File: config.mk
export PLATFORM = sky130hd
export DESIGN_NAME = wl_swapper
export DESIGN_NICKNAME = d
export VERILOG_FILES = /design/src/rtl/wl_pkg.sv /design/src/rtl/wl_wear_bank.sv /design/src/rtl/wl_scan.sv /design/src/rtl/wl_map.sv /design/src/rtl/wl_swapper.sv
export SDC_FILE = /design/constraint.sdc
export NUM_CORES = 1
export LEC_CHECK = 0
export BUFFER_PORTS_ARGS = -buffer_cell sky130_fd_sc_hd__buf_2
export CORE_MARGIN = 3
export CORE_UTILIZATION = 51
export DETAILED_ROUTE_END_ITERATION = 8
export PLACE_DENSITY = 0.74
export SYNTH_ARGS = -nofsm -noshare
export SYNTH_HDL_FRONTEND = slang
export SYNTH_SLANG_ARGS = --single-unit
File: constraint.sdc
create_clock -name clk_i -period 5.2 [get_ports clk_i]
set_clock_uncertainty 0.15 [all_clocks]
set_input_delay 1.04 -clock clk_i [delete_from_list [all_inputs] [get_ports clk_i]]
set_output_delay 1.04 -clock clk_i [all_outputs]
set_load 0.02 [all_outputs]
File: src/rtl/wl_pkg.sv
package wl_pkg;
  typedef enum logic [1:0] {
    WL_IDLE = 2'd0,
    WL_SCAN = 2'd1,
    WL_DONE = 2'd2
  } wl_state_e;
endpackage

File: src/rtl/wl_wear_bank.sv
module wl_wear_bank #(
  parameter int NUM_BLK    = 8,
  parameter int CNT_W      = 17,
  parameter int WEAR_LIMIT = 100000,
  localparam int IDX_W     = $clog2(NUM_BLK)
) (
  input  logic                           clk_i,
  input  logic                           rst_ni,
  input  logic                           erase_valid_i,
  input  logic [IDX_W-1:0]               erase_blk_i,
  input  logic [IDX_W-1:0]               rd_blk_i,
  output logic [CNT_W-1:0]               rd_cnt_o,
  output logic [NUM_BLK-1:0][CNT_W-1:0]  cnt_o,
  output logic [NUM_BLK-1:0]             failed_o
);
  localparam logic [CNT_W-1:0] LAST_CNT = CNT_W'(WEAR_LIMIT - 1);

  for (genvar i = 0; i < NUM_BLK; i++) begin : g_blk
    logic hit;
    assign hit = erase_valid_i && (erase_blk_i == IDX_W'(i)) && !failed_o[i];

    always_ff @(posedge clk_i or negedge rst_ni) begin
      if (!rst_ni) begin
        cnt_o[i]    <= '0;
        failed_o[i] <= 1'b0;
      end else if (hit) begin
        cnt_o[i] <= cnt_o[i] + 1'b1;
        // the erase that reaches the limit retires the block
        if (cnt_o[i] == LAST_CNT) failed_o[i] <= 1'b1;
      end
    end
  end

  assign rd_cnt_o = cnt_o[rd_blk_i];
endmodule

File: src/rtl/wl_scan.sv
module wl_scan
  import wl_pkg::*;
#(
  parameter int NUM_BLK = 8,
  parameter int CNT_W   = 17,
  localparam int IDX_W  = $clog2(NUM_BLK)
) (
  input  logic                          clk_i,
  input  logic                          rst_ni,
  input  logic                          trig_i,
  input  logic [CNT_W-1:0]              thresh_i,
  input  logic [NUM_BLK-1:0][CNT_W-1:0] cnt_i,
  input  logic [NUM_BLK-1:0]            failed_i,
  output logic                          busy_o,
  output logic                          done_o,
  output logic                          swap_valid_o,
  output logic [IDX_W-1:0]              swap_min_o,
  output logic [IDX_W-1:0]              swap_max_o
);
  localparam logic [IDX_W-1:0] LAST_IDX = IDX_W'(NUM_BLK - 1);

  wl_state_e        state_q;
  logic [IDX_W-1:0] idx_q;
  logic             found_q;
  logic [CNT_W-1:0] min_cnt_q, max_cnt_q;
  logic [IDX_W-1:0] min_idx_q, max_idx_q;
  logic [CNT_W-1:0] cur_cnt;
  logic             cur_ok;
  logic [CNT_W-1:0] spread;

  assign cur_cnt = cnt_i[idx_q];
  assign cur_ok  = !failed_i[idx_q];

  always_ff @(posedge clk_i or negedge rst_ni) begin
    if (!rst_ni) begin
      state_q   <= WL_IDLE;
      idx_q     <= '0;
      found_q   <= 1'b0;
      min_cnt_q <= '0;
      max_cnt_q <= '0;
      min_idx_q <= '0;
      max_idx_q <= '0;
    end else begin
      unique case (state_q)
        WL_IDLE: begin
          if (trig_i) begin
            state_q <= WL_SCAN;
            idx_q   <= '0;
            found_q <= 1'b0;
          end
        end
        WL_SCAN: begin
          if (cur_ok) begin
            found_q <= 1'b1;
            // strict compares on an ascending walk keep the lowest index on ties
            if (!found_q || cur_cnt < min_cnt_q) begin
              min_cnt_q <= cur_cnt;
              min_idx_q <= idx_q;
            end
            if (!found_q || cur_cnt > max_cnt_q) begin
              max_cnt_q <= cur_cnt;
              max_idx_q <= idx_q;
            end
          end
          if (idx_q == LAST_IDX) state_q <= WL_DONE;
          else                   idx_q   <= idx_q + 1'b1;
        end
        WL_DONE: state_q <= WL_IDLE;
        default: state_q <= WL_IDLE;
      endcase
    end
  end

  assign spread       = max_cnt_q - min_cnt_q;
  assign busy_o       = (state_q != WL_IDLE);
  assign done_o       = (state_q == WL_DONE);
  assign swap_valid_o = done_o && found_q && (spread > thresh_i);
  assign swap_min_o   = min_idx_q;
  assign swap_max_o   = max_idx_q;
endmodule

File: src/rtl/wl_map.sv
module wl_map #(
  parameter int NUM_BLK = 8,
  localparam int IDX_W  = $clog2(NUM_BLK)
) (
  input  logic             clk_i,
  input  logic             rst_ni,
  input  logic             swap_i,
  input  logic [IDX_W-1:0] pa_i,
  input  logic [IDX_W-1:0] pb_i,
  input  logic [IDX_W-1:0] lookup_lblk_i,
  output logic [IDX_W-1:0] lookup_pblk_o
);
  logic [NUM_BLK-1:0][IDX_W-1:0] l2p_q;
  logic [NUM_BLK-1:0][IDX_W-1:0] p2l_q;
  logic [IDX_W-1:0]              la, lb;

  // inverse table gives the owners of both physical blocks in one cycle
  assign la = p2l_q[pa_i];
  assign lb = p2l_q[pb_i];

  for (genvar i = 0; i < NUM_BLK; i++) begin : g_ent
    always_ff @(posedge clk_i or negedge rst_ni) begin
      if (!rst_ni) begin
        l2p_q[i] <= IDX_W'(i);
        p2l_q[i] <= IDX_W'(i);
      end else if (swap_i) begin
        if (la == IDX_W'(i))      l2p_q[i] <= pb_i;
        else if (lb == IDX_W'(i)) l2p_q[i] <= pa_i;
        if (pa_i == IDX_W'(i))      p2l_q[i] <= lb;
        else if (pb_i == IDX_W'(i)) p2l_q[i] <= la;
      end
    end
  end

  assign lookup_pblk_o = l2p_q[lookup_lblk_i];
endmodule

File: src/rtl/wl_swapper.sv
module wl_swapper #(
  parameter int NUM_BLK    = 8,
  parameter int CNT_W      = 17,
  parameter int WEAR_LIMIT = 100000,
  localparam int IDX_W     = $clog2(NUM_BLK)
) (
  input  logic               clk_i,
  input  logic               rst_ni,
  input  logic               erase_valid_i,
  input  logic [IDX_W-1:0]   erase_blk_i,
  input  logic               trig_i,
  input  logic [CNT_W-1:0]   thresh_i,
  output logic               busy_o,
  output logic               done_o,
  output logic               swap_valid_o,
  output logic [IDX_W-1:0]   swap_min_o,
  output logic [IDX_W-1:0]   swap_max_o,
  output logic [NUM_BLK-1:0] failed_o,
  input  logic [IDX_W-1:0]   rd_blk_i,
  output logic [CNT_W-1:0]   rd_cnt_o,
  input  logic [IDX_W-1:0]   lookup_lblk_i,
  output logic [IDX_W-1:0]   lookup_pblk_o
);
  logic [NUM_BLK-1:0][CNT_W-1:0] cnt;

  wl_wear_bank #(
    .NUM_BLK   (NUM_BLK),
    .CNT_W     (CNT_W),
    .WEAR_LIMIT(WEAR_LIMIT)
  ) u_bank (
    .clk_i        (clk_i),
    .rst_ni       (rst_ni),
    .erase_valid_i(erase_valid_i),
    .erase_blk_i  (erase_blk_i),
    .rd_blk_i     (rd_blk_i),
    .rd_cnt_o     (rd_cnt_o),
    .cnt_o        (cnt),
    .failed_o     (failed_o)
  );

  wl_scan #(
    .NUM_BLK(NUM_BLK),
    .CNT_W  (CNT_W)
  ) u_scan (
    .clk_i       (clk_i),
    .rst_ni      (rst_ni),
    .trig_i      (trig_i),
    .thresh_i    (thresh_i),
    .cnt_i       (cnt),
    .failed_i    (failed_o),
    .busy_o      (busy_o),
    .done_o      (done_o),
    .swap_valid_o(swap_valid_o),
    .swap_min_o  (swap_min_o),
    .swap_max_o  (swap_max_o)
  );

  wl_map #(
    .NUM_BLK(NUM_BLK)
  ) u_map (
    .clk_i        (clk_i),
    .rst_ni       (rst_ni),
    .swap_i       (swap_valid_o),
    .pa_i         (swap_min_o),
    .pb_i         (swap_max_o),
    .lookup_lblk_i(lookup_lblk_i),
    .lookup_pblk_o(lookup_pblk_o)
  );
endmodule

==> flow_results.xml <==
<?xml version="1.0" encoding="UTF-8"?>
<metrics>
  <group name="grt">
    <metric name="track_usage" unit="%">24.10</metric>
    <metric name="number_of_antenna_violations_at_the_first_check_in_global_routing" unit="">0</metric>
    <metric name="grt_start_max_net_pins" unit="">123</metric>
    <metric name="global_route_total_overflow" unit="">0</metric>
    <metric name="grt_pass1_wl" unit="µm">64330</metric>
    <metric name="grt_pass1_vias" unit="">11780</metric>
  </group>
  <group name="setup_path">
    <metric name="ff2ff_setup_slack" unit="ns">0.53</metric>
    <metric name="critPathKind" unit="">reg2out</metric>
    <metric name="worst_r2r_path_depth" unit="">20</metric>
    <metric name="crit_path_top_delay_cell" unit="">sky130_fd_sc_hd__dfrtp_1</metric>
    <metric name="critical_path.reg2reg.startpoint" unit="">u_scan.min_cnt_q[0]$_DFFE_PN0P_</metric>
    <metric name="worst_path_max_stage_delay" unit="ns">0.41</metric>
    <metric name="critical_path_cell_count" unit="">17</metric>
    <metric name="end_kind" unit="">output port</metric>
    <metric name="critical_path_peak_fanout" unit="">3</metric>
    <metric name="crit_chain" unit="">ha_4 -&gt; fa_2 -&gt; nor2b_2 -&gt; o21ai_2 -&gt; a21oi_2 -&gt; o211ai_1 -&gt; buf_4 -&gt; a21boi_4 -&gt; nor4_2 -&gt; a311o_1 -&gt; ha_1 -&gt; nand4_1 -&gt; nor4_2 -&gt; o21ai_1 -&gt; o211ai_1 -&gt; and4_4 -&gt; buf_6</metric>
    <metric name="critPathLaunchType" unit="">flop</metric>
    <metric name="critPathRequiredTime" unit="ns">4.01</metric>
    <metric name="cp_num_buf_inv" unit="">2</metric>
    <metric name="cp-endpoint" unit="">swap_valid_o</metric>
    <metric name="critPathTopFamily" unit="">compound AO/OA/AOI/OAI gates</metric>
    <metric name="startpoint" unit="">u_scan.min_cnt_q[0]$_DFFE_PN0P_</metric>
    <metric name="arrival_time_of_data_at_the_critical_path_endpoint" unit="ns">4.14</metric>
    <metric name="r2r-end" unit="">u_map.p2l_q[7]$_DFFE_PN1P_</metric>
  </group>
  <group name="final_layout">
    <metric name="drive_gt1_share" unit="%">25.74</metric>
    <metric name="final.fill_count" unit="">2369</metric>
    <metric name="layout.core_utilization" unit="%">58.91</metric>
    <metric name="signed_area_change_from_the_synthesized_netlist_to_the_final_layout" unit="%">12.02</metric>
    <metric name="layout.area.seq" unit="µm²">5988</metric>
    <metric name="nNetsFinal" unit="">1584</metric>
    <metric name="antenna-diode-count" unit="">0</metric>
    <metric name="total_area_of_multi_input_combinational_cells" unit="µm²">8880</metric>
  </group>
  <group name="detailed_routing">
    <metric name="drt_iter0_markers" unit="">1020</metric>
    <metric name="vias_per_cell" unit="">6.296</metric>
    <metric name="postRouteAntennaNets" unit="">0</metric>
    <metric name="wirelength" unit="µm">39540</metric>
    <metric name="wl_per_cell" unit="µm">21.03</metric>
    <metric name="dr_total_vias" unit="">11836</metric>
    <metric name="residual_drc" unit="">0</metric>
    <metric name="dr.pass1.iters" unit="">5</metric>
  </group>
  <group name="power_and_ir_drop">
    <metric name="ir_drop" unit="mV">0.4512</metric>
    <metric name="powerDensity" unit="nW/µm²">513.4</metric>
    <metric name="power.leakage" unit="nW">7.824</metric>
  </group>
  <group name="logic_synthesis">
    <metric name="syn-mean-instance-area" unit="µm²">10.89</metric>
    <metric name="yosys-top-cells-area" unit="">sky130_fd_sc_hd__dfrtp_1 35%, sky130_fd_sc_hd__mux4_2 11%, sky130_fd_sc_hd__mux2_2 7.2%</metric>
    <metric name="synth_edf_count" unit="">0</metric>
    <metric name="synth-seq-area-share" unit="%">39.02</metric>
    <metric name="yosys.cell_types.count" unit="">69</metric>
    <metric name="netlist.area_leader.share" unit="%">34.91</metric>
    <metric name="synth_seq_cells" unit="">238</metric>
    <metric name="synthesis.area" unit="µm²">15340</metric>
    <metric name="ys_async_sr_fraction" unit="%">100.0</metric>
    <metric name="synth.net_count" unit="">1516</metric>
    <metric name="post-synth-top-area-cell" unit="">sky130_fd_sc_hd__dfrtp_1</metric>
    <metric name="postSynth.topFlopCell" unit="">sky130_fd_sc_hd__dfrtp_1</metric>
    <metric name="postSynthCellCount" unit="">1409</metric>
    <metric name="yosys_warnings" unit="">0</metric>
  </group>
  <group name="floorplan">
    <metric name="initial_utilization" unit="%">52.59</metric>
    <metric name="die_x" unit="µm">179.4</metric>
    <metric name="floorplan.die.height" unit="µm">179.4</metric>
    <metric name="placeableCoreArea" unit="µm²">29170</metric>
    <metric name="pin_count" unit="">67</metric>
    <metric name="die-area" unit="µm²">32200</metric>
    <metric name="core.rowCount" unit="">62</metric>
  </group>
  <group name="clock_network">
    <metric name="cts_num_sinks" unit="">238</metric>
    <metric name="cts_tree" unit="">done</metric>
    <metric name="cts_root_buf" unit="">sky130_fd_sc_hd__clkbuf_16</metric>
    <metric name="worstSkewPairLatency" unit="ns">0.54</metric>
    <metric name="post_cts_hold_buffer_count" unit="">0</metric>
    <metric name="tritoncts.num_buffers" unit="">26</metric>
    <metric name="h-tree-depth" unit="">1</metric>
    <metric name="ctsLongestPathBuffers" unit="">3</metric>
    <metric name="clk_pin_slew_worst_paths" unit="ns">0.06</metric>
  </group>
  <group name="hold_path">
    <metric name="timing.hold.worst.class" unit="">reg2reg</metric>
  </group>
  <group name="sta">
    <metric name="finalHoldViolations" unit="">0</metric>
    <metric name="setup-tns-final" unit="ns">-0.1275</metric>
    <metric name="post-route-min-period" unit="ns">5.328</metric>
    <metric name="slew_limit_headroom" unit="%">33.66</metric>
    <metric name="final_max_slew_viol_count" unit="">0</metric>
    <metric name="final_critical_path_setup_slack" unit="ns">-0.1275</metric>
    <metric name="max_slew.worst_pin.slew" unit="ns">0.9860</metric>
    <metric name="grt_setup_unrepaired" unit="">yes</metric>
    <metric name="fmax" unit="MHz">187.7</metric>
    <metric name="setup-violations-final" unit="">1</metric>
    <metric name="post-route-period-util" unit="%">102.5</metric>
  </group>
  <group name="placed_design">
    <metric name="io_buffers" unit="">66</metric>
    <metric name="gp_congestion" unit="">0.9215</metric>
    <metric name="place.detailed.hpwl" unit="µm">28030</metric>
  </group>
  <group name="run">
    <metric name="cap_violations" unit="">0</metric>
  </group>
  <group name="run_status">
    <metric name="status" unit="">finished with violations</metric>
    <metric name="failed_checks" unit="">setup timing</metric>
  </group>
</metrics>
cell families (layout without fill, tap and decap cells):
logic type                 Yosys count  in the layout  share of synthesized area, %
and+or+nand+nor                    397            397                         13.42
DFF                                238            238                         39.02
AOI/OAI and AO/OA                  222            222                         9.568
muxes                              196            196                         20.02
xor gates and xnor gates           141            141                         8.051
buffers and inverters              138            225                         3.597
adders and majority gates           77             77                         6.330
worst min path at each step:
stage	from	endpoint	slack, ns	cells past startpoint
after floorplan	u_scan.state_q[1]$_DFFE_PN0P_	u_scan.state_q[1]$_DFFE_PN0P_	0.30	1
after global placement	u_scan.state_q[1]$_DFFE_PN0P_	u_scan.state_q[1]$_DFFE_PN0P_	0.33	1
after detailed placement	u_map.l2p_q[1]$_DFFE_PN0P_	u_map.l2p_q[1]$_DFFE_PN0P_	0.35	1
after CTS	u_bank.cnt_o[21]$_DFFE_PN0P_	u_bank.cnt_o[21]$_DFFE_PN0P_	0.36	1
after global routing	u_bank.cnt_o[21]$_DFFE_PN0P_	u_bank.cnt_o[21]$_DFFE_PN0P_	0.37	1
final	u_bank.cnt_o[21]$_DFFE_PN0P_	u_bank.cnt_o[21]$_DFFE_PN0P_	0.36	1
worst register-to-register path: cells and delay by family, from the launching register on:
family / cells / cell delay [ns]
adders and majority gates: 3 / 0.84
and+or+nand+nor: 5 / 0.98
AOI/OAI and AO/OA: 9 / 1.69
buffers and inverters: 3 / 0.53
DFF: 1 / 0.41
layout make-up:
type	count	area share, %
timing repair buffer	108	3.997
clock inverter	8	0.5534
multi-input combinational	1033	51.67
inverter	70	1.529
tap	384	2.796
sequential	238	34.85
clock buffer	39	4.602
per-layer routing:
layer	part of all wire (%)	track usage, %	vias up
li1	-	-	5349
met1	43	34.14	5946
met2	47	38.54	456
met3	6.9	3.719	85
met4	3.0	7.580	0
met5	0	0	-
synth_stat cells (3+ instances only):
cell type / n
sky130_fd_sc_hd__a21oi_1: 69
sky130_fd_sc_hd__nand2_1: 83
sky130_fd_sc_hd__xnor2_1: 99
sky130_fd_sc_hd__ha_1: 76
sky130_fd_sc_hd__nand2b_1: 12
sky130_fd_sc_hd__dfrtp_1: 214
sky130_fd_sc_hd__nor2b_1: 10
sky130_fd_sc_hd__mux2_2: 98
sky130_fd_sc_hd__nor4_1: 13
sky130_fd_sc_hd__a22o_1: 6
sky130_fd_sc_hd__dfstp_2: 24
sky130_fd_sc_hd__nand3_1: 71
sky130_fd_sc_hd__nand4_1: 36
sky130_fd_sc_hd__clkbuf_1: 40
sky130_fd_sc_hd__o31ai_1: 5
sky130_fd_sc_hd__o21ai_1: 4
sky130_fd_sc_hd__mux4_2: 78
sky130_fd_sc_hd__nor4b_1: 9
sky130_fd_sc_hd__o21bai_1: 4
sky130_fd_sc_hd__a211oi_1: 4
sky130_fd_sc_hd__or3_1: 4
sky130_fd_sc_hd__or2_2: 6
sky130_fd_sc_hd__nor3_1: 29
sky130_fd_sc_hd__nor2_1: 72
sky130_fd_sc_hd__a41o_1: 4
sky130_fd_sc_hd__a21o_1: 20
sky130_fd_sc_hd__a31oi_1: 12
sky130_fd_sc_hd__and4_1: 12
sky130_fd_sc_hd__o21ai_0: 22
sky130_fd_sc_hd__xor2_1: 42
sky130_fd_sc_hd__buf_1: 6
sky130_fd_sc_hd__mux2i_1: 18
sky130_fd_sc_hd__a21boi_0: 3
sky130_fd_sc_hd__and3_1: 18
sky130_fd_sc_hd__nand3b_1: 6
sky130_fd_sc_hd__and2_1: 5
sky130_fd_sc_hd__a2bb2oi_1: 19
sky130_fd_sc_hd__o21a_1: 3
sky130_fd_sc_hd__inv_1: 70
sky130_fd_sc_hd__o22ai_1: 29
sky130_fd_sc_hd__buf_2: 20
state kept, by name, summed over array words and instances, names as in the netlist:
register / count
u_bank.cnt_o: 136
u_map.l2p_q: 24
u_map.p2l_q: 24
u_scan.max_cnt_q: 17
u_scan.min_cnt_q: 17
u_bank.failed_o: 8
u_scan.idx_q: 3
u_scan.swap_max_o: 3
u_scan.swap_min_o: 3
u_scan.state_q: 2
u_scan.found_q: 1
what timing repair did:
action	in CTS	in global routing
buffers inserted	6	9
resized for setup	11	12
endpoints found under the setup margin	1	1
endpoints found under the hold margin	0	0
pin swaps	11	14
metrics by stage:
step	hold slack (ns)	setup WS (ns)	std cells	area, µm²	power [mW]
2_1_floorplan	0.3047	0.08573	1409	15340	5.645
4_1_cts	0.3596	0.01210	1871	17060	8.702
6_report	0.3579	-0.1275	1880	17180	8.822
3_3_place_gp	0.3298	0.1388	1818	16110	6.613
3_5_place_dp	0.3455	0.03530	1818	16110	6.731
5_1_grt	0.3666	-0.3067	1880	17180	9.408
layout by cell type (no fill, tap or decap), types with 19 or more instances in the layout:
| master | count |
|---|---|
| sky130_fd_sc_hd__ha_1 | 74 |
| sky130_fd_sc_hd__mux2_2 | 98 |
| sky130_fd_sc_hd__a2bb2oi_1 | 19 |
| sky130_fd_sc_hd__buf_4 | 40 |
| sky130_fd_sc_hd__nand2_1 | 83 |
| sky130_fd_sc_hd__xor2_1 | 42 |
| sky130_fd_sc_hd__dfstp_2 | 24 |
| sky130_fd_sc_hd__mux4_2 | 78 |
| sky130_fd_sc_hd__nand4_1 | 36 |
| sky130_fd_sc_hd__o22ai_1 | 29 |
| sky130_fd_sc_hd__xnor2_1 | 99 |
| sky130_fd_sc_hd__nor2_1 | 71 |
| sky130_fd_sc_hd__nand3_1 | 71 |
| sky130_fd_sc_hd__clkbuf_16 | 27 |
| sky130_fd_sc_hd__buf_2 | 64 |
| sky130_fd_sc_hd__a21oi_1 | 66 |
| sky130_fd_sc_hd__a21o_1 | 20 |
| sky130_fd_sc_hd__inv_1 | 68 |
| sky130_fd_sc_hd__dfrtp_1 | 212 |
| sky130_fd_sc_hd__nor3_1 | 29 |
power breakdown:
part	total (mW)	internal, mW	switching [mW]
sequential	2.68	2.21	0.468
clock	1.90	1.14	0.758
combinational	4.24	1.92	2.32
total	8.82	5.28	3.54
Power figures use the tool's default switching activity.
